`src/rtl/lpm_pkg.sv`:
```
package lpm_pkg;

  typedef enum logic [1:0] {
    MODE_PIN  = 2'd0,
    MODE_RUN  = 2'd1,
    MODE_FRZ  = 2'd2,
    MODE_AUTH = 2'd3
  } lpmMode_e;

  // strobes from control to the output stage, valid for the mode being entered
  typedef struct packed {
    logic followPin;
    logic holdFreeze;
    logic enableAuth;
  } lpmCtl_t;

endpackage

```
`src/rtl/lpm_fsm.sv`:
```
module lpm_fsm
  import lpm_pkg::*;
#(
  parameter int IR_W = 8,
  parameter logic [IR_W-1:0] OP_FREEZE = 8'h7E,
  parameter logic [IR_W-1:0] OP_RUN    = 8'h7F,
  parameter logic [IR_W-1:0] OP_PIN    = 8'h7D,
  parameter logic [IR_W-1:0] OP_AUTH   = 8'hDD,
  parameter int AUTH_KEEP_N = 3,
  parameter logic [AUTH_KEEP_N*IR_W-1:0] AUTH_KEEP_OPS = {8'hFF, 8'hDF, 8'h0A}
) (
  input  logic            tck,
  input  logic            rst,
  input  logic [IR_W-1:0] irValue,
  input  logic            irUpdate,
  output lpmCtl_t         ctlNext
);

  lpmMode_e modeQ, modeD;
  logic [AUTH_KEEP_N-1:0] keepHit;
  logic isKeep;

  genvar k;
  generate
    for (k = 0; k < AUTH_KEEP_N; k++) begin : g_keep
      assign keepHit[k] = (irValue == AUTH_KEEP_OPS[k*IR_W +: IR_W]);
    end
  endgenerate

  assign isKeep = (|keepHit) || (irValue == OP_AUTH);

  always_comb begin
    modeD = modeQ;
    if (irUpdate) begin
      if (irValue == OP_FREEZE)      modeD = MODE_FRZ;
      else if (irValue == OP_RUN)    modeD = MODE_RUN;
      else if (irValue == OP_PIN)    modeD = MODE_PIN;
      else if (irValue == OP_AUTH)   modeD = MODE_AUTH;
      else if (modeQ == MODE_AUTH && !isKeep) modeD = MODE_RUN;
    end
    if (rst) modeD = MODE_PIN;
  end

  always_ff @(posedge tck) begin
    modeQ <= modeD;
  end

  always_comb begin
    ctlNext.followPin  = (modeD == MODE_PIN);
    ctlNext.holdFreeze = (modeD == MODE_FRZ);
    ctlNext.enableAuth = (modeD == MODE_AUTH);
  end

  p_hold_r2: assert property (@(posedge tck) disable iff (rst)
    !irUpdate |=> $stable(modeQ));

  p_auth_keep_r7: assert property (@(posedge tck) disable iff (rst)
    (modeQ == MODE_AUTH && irUpdate && irValue == AUTH_KEEP_OPS[IR_W-1:0])
      |=> modeQ == MODE_AUTH);

  p_auth_exit_r8: assert property (@(posedge tck) disable iff (rst)
    (modeQ == MODE_AUTH && irUpdate && !isKeep && irValue != OP_FREEZE && irValue != OP_PIN)
      |=> modeQ == MODE_RUN);

  p_other_r9: assert property (@(posedge tck) disable iff (rst)
    (modeQ != MODE_AUTH && irUpdate && irValue != OP_FREEZE && irValue != OP_RUN &&
     irValue != OP_PIN && irValue != OP_AUTH) |=> $stable(modeQ));

endmodule

```
`src/rtl/lpm_outreg.sv`:
```
module lpm_outreg
  import lpm_pkg::*;
(
  input  logic    tck,
  input  logic    rst,
  input  lpmCtl_t ctl,
  input  logic    freezePinN,
  output logic    freezeReq,
  output logic    authEn
);

  always_ff @(posedge tck) begin
    if (rst) begin
      freezeReq <= 1'b0;
      authEn    <= 1'b0;
    end else begin
      freezeReq <= ctl.holdFreeze || (ctl.followPin && !freezePinN);
      authEn    <= ctl.enableAuth;
    end
  end

  p_reset_r1: assert property (@(posedge tck)
    rst |=> (!freezeReq && !authEn));

  p_pin_follow_r5: assert property (@(posedge tck) disable iff (rst)
    ctl.followPin |=> (freezeReq == !$past(freezePinN)));

  p_excl_r6: assert property (@(posedge tck) disable iff (rst)
    authEn |-> !freezeReq);

  p_pin_ignored_r10: assert property (@(posedge tck) disable iff (rst)
    !ctl.followPin |=> freezeReq == $past(ctl.holdFreeze));

endmodule

```
`src/rtl/lpm_jtag_ctrl.sv`:
```
module lpm_jtag_ctrl
  import lpm_pkg::*;
#(
  parameter int IR_W = 8,
  parameter logic [IR_W-1:0] OP_FREEZE = 8'h7E,
  parameter logic [IR_W-1:0] OP_RUN    = 8'h7F,
  parameter logic [IR_W-1:0] OP_PIN    = 8'h7D,
  parameter logic [IR_W-1:0] OP_AUTH   = 8'hDD,
  parameter int AUTH_KEEP_N = 3,
  parameter logic [AUTH_KEEP_N*IR_W-1:0] AUTH_KEEP_OPS = {8'hFF, 8'hDF, 8'h0A}
) (
  input  logic            tck,
  input  logic            rst,
  input  logic [IR_W-1:0] irValue,
  input  logic            irUpdate,
  input  logic            freezePinN,
  output logic            freezeReq,
  output logic            authEn
);

  lpmCtl_t ctlNext;

  lpm_fsm #(
    .IR_W(IR_W), .OP_FREEZE(OP_FREEZE), .OP_RUN(OP_RUN), .OP_PIN(OP_PIN),
    .OP_AUTH(OP_AUTH), .AUTH_KEEP_N(AUTH_KEEP_N), .AUTH_KEEP_OPS(AUTH_KEEP_OPS)
  ) i_fsm (
    .tck(tck), .rst(rst), .irValue(irValue), .irUpdate(irUpdate), .ctlNext(ctlNext)
  );

  lpm_outreg i_out (
    .tck(tck), .rst(rst), .ctl(ctlNext), .freezePinN(freezePinN),
    .freezeReq(freezeReq), .authEn(authEn)
  );

  p_freeze_r3: assert property (@(posedge tck) disable iff (rst)
    (irUpdate && irValue == OP_FREEZE) |=> (freezeReq && !authEn));

  p_run_r4: assert property (@(posedge tck) disable iff (rst)
    (irUpdate && irValue == OP_RUN) |=> (!freezeReq && !authEn));

  p_auth_r6: assert property (@(posedge tck) disable iff (rst)
    (irUpdate && irValue == OP_AUTH) |=> (authEn && !freezeReq));

endmodule

```
`config.mk`:
```
export PLATFORM = sky130hd
export DESIGN_NAME = lpm_jtag_ctrl
export DESIGN_NICKNAME = d
export VERILOG_FILES = /design/src/rtl/lpm_pkg.sv /design/src/rtl/lpm_fsm.sv /design/src/rtl/lpm_outreg.sv /design/src/rtl/lpm_jtag_ctrl.sv
export SDC_FILE = /design/constraint.sdc
export NUM_CORES = 1
export LEC_CHECK = 0
export BUFFER_PORTS_ARGS = -buffer_cell sky130_fd_sc_hd__buf_2
export CAP_MARGIN = 25
export CORE_AREA = 2 2 39 41
export DETAILED_ROUTE_END_ITERATION = 10
export DIE_AREA = 0 0 41 43
export GPL_TIMING_DRIVEN = 0
export PLACE_DENSITY = 0.5
export SYNTH_ARGS = -nofsm -noshare
export SYNTH_HDL_FRONTEND = slang
export SYNTH_HIERARCHICAL = 1
export SYNTH_SLANG_ARGS = --single-unit
```
`constraint.sdc`:
```
create_clock -name tck -period 1.6 [get_ports tck]
set_input_delay 0.16 -clock tck [delete_from_list [all_inputs] [get_ports tck]]
set_output_delay 0.16 -clock tck [all_outputs]
set_load 0.02 [all_outputs]
```
### Word level (Yosys, flattened, before mapping)

Cells that the tools add are included.

* bits in writable memories: 0
* memories kept: 0
* register bits after elaboration: 4
* bits in latches: 0
* bits in read-only memories: 0

* $mul: 0
* reductions and logical operators: 8
* multiplexer cells: 7
* bitwise operators: 0
* eq/ne operators: 10
* $lt $le $gt $ge: 0
* div/mod/pow operators: 0
* add/subtract/negate cells: 0
* shift operators: 0

Operator list (number)
* 8-bit by 7-bit equality test with 1-bit output (second input constant): 3
* 8-bit equality test (second input constant): 3
* 2-bit two-way mux: 7
* 8-bit by 4-bit equality test with 1-bit output (second input constant): 1
* 2-bit equality test (second input constant): 3
* 3-bit OR reduction: 1
* 1-bit logical AND: 2
* 1-bit logical NOT: 2
* 2-bit logical NOT: 1
* 1-bit logical OR: 2

### Depth between registers and ports, before layout

* depth after elaboration: 15
* mapped depth: 7
* mapped depth without buffers: 6

### Cells and area by module

The synthesis kept the hierarchy.

Modules (own cells, without submodules)
* lpm_fsm: cells an instance 26, area an instance 205.2 µm², sequential area each 40.0 µm², instances 1
* lpm_outreg: cells an instance 6, area an instance 65.1 µm², sequential area each 40.0 µm², instances 1

### Worst setup path before layout

OpenSTA, ideal clock, no wires.

* path type: in2reg
* start point: in irValue[6]
* end point: reg i_out.freezeReq
* library setup time: 113 ps
* slack: 204 ps
* required time: 1487 ps
* buffers on the path: 1
* cell stages on the path: 7
* data arrival time: 1282 ps
* cell sequence: and4_1 buf_2 nand4_1 a2111o_1 and3b_1 nand2b_1 a21oi_2

RTL lines
* start: declaration: line lpm_jtag_ctrl.sv:14 `input logic [IR_W-1:0] irValue,`
* end signal: assignment: line lpm_outreg.sv:17 `freezeReq <= ctl.holdFreeze || (ctl.followPin && !freezePinN);`
* end: declaration: line lpm_outreg.sv:8 `output logic freezeReq,`

==> results by group <==
Worst setup path
  • CP max-delay cell: a2111o_1
  • Cell family with most CP delay: simple AND/OR/NAND/NOR gates
  • Critical path required time: 1.72 ns
  • WP data arrival: between 1 and 1.5 ns
  • Buf+Inv Stages, Crit Path: 2
  • Critical Path Max Stage Delay: ~0.47 ns
  • Most Frequent Cell on Critical Path: buf_2
  • CP max FO: 6
  • Crit-path cells: buf_2 -> and4_1 -> buf_2 -> nand4_1 -> a2111o_1 -> and3b_1 -> nand2b_1 -> a21oi_2
  • Crit path launch type: input pin
  • Setup CP Type: input pin to flip-flop
  • Crit. End Element: flip-flop

Routing
  • Detailed Route WL: roughly 600 um
  • Detailed Routing Iterations Pass 1: 4
  • Drt via density: 4.63
  • DRT iter0 DRCs: 7
  • Vias post-DR: between 200 and 300
  • DRC errors left: 0
  • Avg WL per Cell: 9.38 um
  • Post-route ant nets: 0

Run
  • # Max-Cap Violations: 0

Synthesis
  • Number of synthesized flops with an enable pin: 0
  • Fraction of registers with async set/reset: 0%
  • FF+latch count, synth: 4
  • Yosys warns: 6
  • Sequential area share after synthesis: approximately 30%
  • Distinct cell type count after synthesis: 24
  • Post-Synthesis Cell Area: 270 um2
  • Predominant post-synthesis flop cell: dfxtp_1
  • Cells after Synth: 32
  • Syn nets: 44
  • Synth Area per Inst: 8.45 um2

Power and ir drop
  • Worst vdd ir: 0.318 mV
  • Leak pwr: 0.170 nW
  • P per Cell Area: approximately 750 mW/mm2

Final layout
  • Layout cells sized above 1: approximately 38%
  • Most common cell after layout, fill and taps aside: buf_2
  • Final Core Density: 27.3%
  • # diodes: 0
  • Post-Layout Cell Count: 64
  • Most frequent cells in the layout: buf_2 (14), dfxtp_1 (4), clkbuf_4 (3), inv_1 (3), a21oi_1 (3)
  • Layout Nets: 62
  • Synthesis-to-layout area growth: 39.8%

Die
  • Core Area: roughly 0.0014 mm2
  • Die ar.: between 0.0015 and 0.002 mm2
  • Die height: 43 um
  • FP Rows: 14
  • Chip Width: 41 um
  • Number of I/O pins: 14
  • Initial Utilization: about a fifth

Placed design
  • Port Buf Inserts: 13
  • Dpl cells: 61
  • Global placement routability congestion: 0.629

STA
  • Setup TNS: 0 ns
  • Final worst path period need: between 1 and 1.5 ns
  • Worst slew margin: 84.1%
  • F_max: 0.746 GHz
  • Final Hold Slack: 0.153 ns
  • Slew Limit Fails: 0
  • Final Cycle Share: 83.8%
  • Worst-margin pin slew: 0.235 ns
  • Final Hold Viols: 0
  • RSZ-0062 raised after global routing: false
  • Setup Viol. Count Final: 0
  • Clock Skews: roughly 0.0041 ns

GRT
  • Vias in the first global route: 248
  • Largest net degree at the start of global routing: 8
  • Gr usage total: 7.34%
  • Initial antenna violation count: 0
  • First-pass GRT wire length: 876 um
  • Gr ovfl total: 0

Clock network
  • Longest Clk Path Bufs: 2
  • Clk sinks: 4
  • Hold Buf Count CTS: 0
  • Post-CTS setup buffer count: 0
  • Clock transition at the registers of the reported paths: around 0.040 ns
  • Clk_lat worst skew: 0.23 ns
  • CTS tree: done
  • Clock root buffer: clkbuf_4
  • Post-CTS resize count: 0
  • H-Tree Depth: 1
  • CTS buffer count: 3

Min path
  • Worst min-delay path category: input pin to flip-flop

Outcome
  • Outcome: finished clean
sequential cells by signal, summed over array words and instances, names as in the netlist:
name             cells
i_out/freezeReq      1
i_out/authEn         1
i_fsm/modeQ          2
kinds of logic (layout without fill, tap and decap cells):
logic type | Yosys count | count (layout) | synth area share (%)
AO/OA/AOI/OAI | 9 | 9 | 26.4
XOR/XNOR | 1 | 1 | 3.24
buffers and inverters | 4 | 20 | 6.02
flip-flops | 4 | 4 | 29.6
AND/OR/NAND/NOR | 14 | 14 | 34.7
metal layers:
layer,global-route usage [%],wire length (um)
met4,6.00,0
met5,0,0
met2,10.6,245
met3,1.57,70
met1,8.71,284
stage by stage:
step / instance area (um2) / power (mW) / setup slack (ns)
floorplan: 270 / 0.137 / 0.204
global placement: 355 / 0.164 / 0.0134
detailed placement: 355 / 0.163 / 0.0319
CTS: 378 / 0.293 / 0.274
global route: 378 / 0.300 / 0.184
finish: 378 / 0.284 / 0.260
synthesized netlist by cell type, drive strengths merged (2+ instances only):
master | instances | area, um2
a21oi | 4 | 23.8
dfxtp | 4 | 80.1
inv | 3 | 11.3
nor2b | 2 | 12.5
area by class of cell:
type                            count  area (um2)
Timing Repair Buffer               13        65.1
Clock buffer                        3        22.5
Inverter                            3        11.3
Fill cell                         157        1010
Tap cell                           16        20.0
Sequential cell                     4        80.1
Multi-Input combinational cell     24         174
Buffer                              1        5.00
worst paths after layout:
kind	startpoint	end	slack, ns	cells after the start
max	irValue[6]	i_out/freezeReq	0.26	8
min	rst	i_out/freezeReq	0.15	2
max reg2reg	i_fsm/modeQ[0]	i_out/freezeReq	0.35	6
min reg2reg	i_fsm/modeQ[0]	i_fsm/modeQ[0]	0.52	2
power breakdown:
group / internal, mW / switching (mW)
sequential: 0.106 / 0.00204
combinational: 0.0260 / 0.0287
clock: 0.0836 / 0.0378
(Power assumes the default switching activity.)
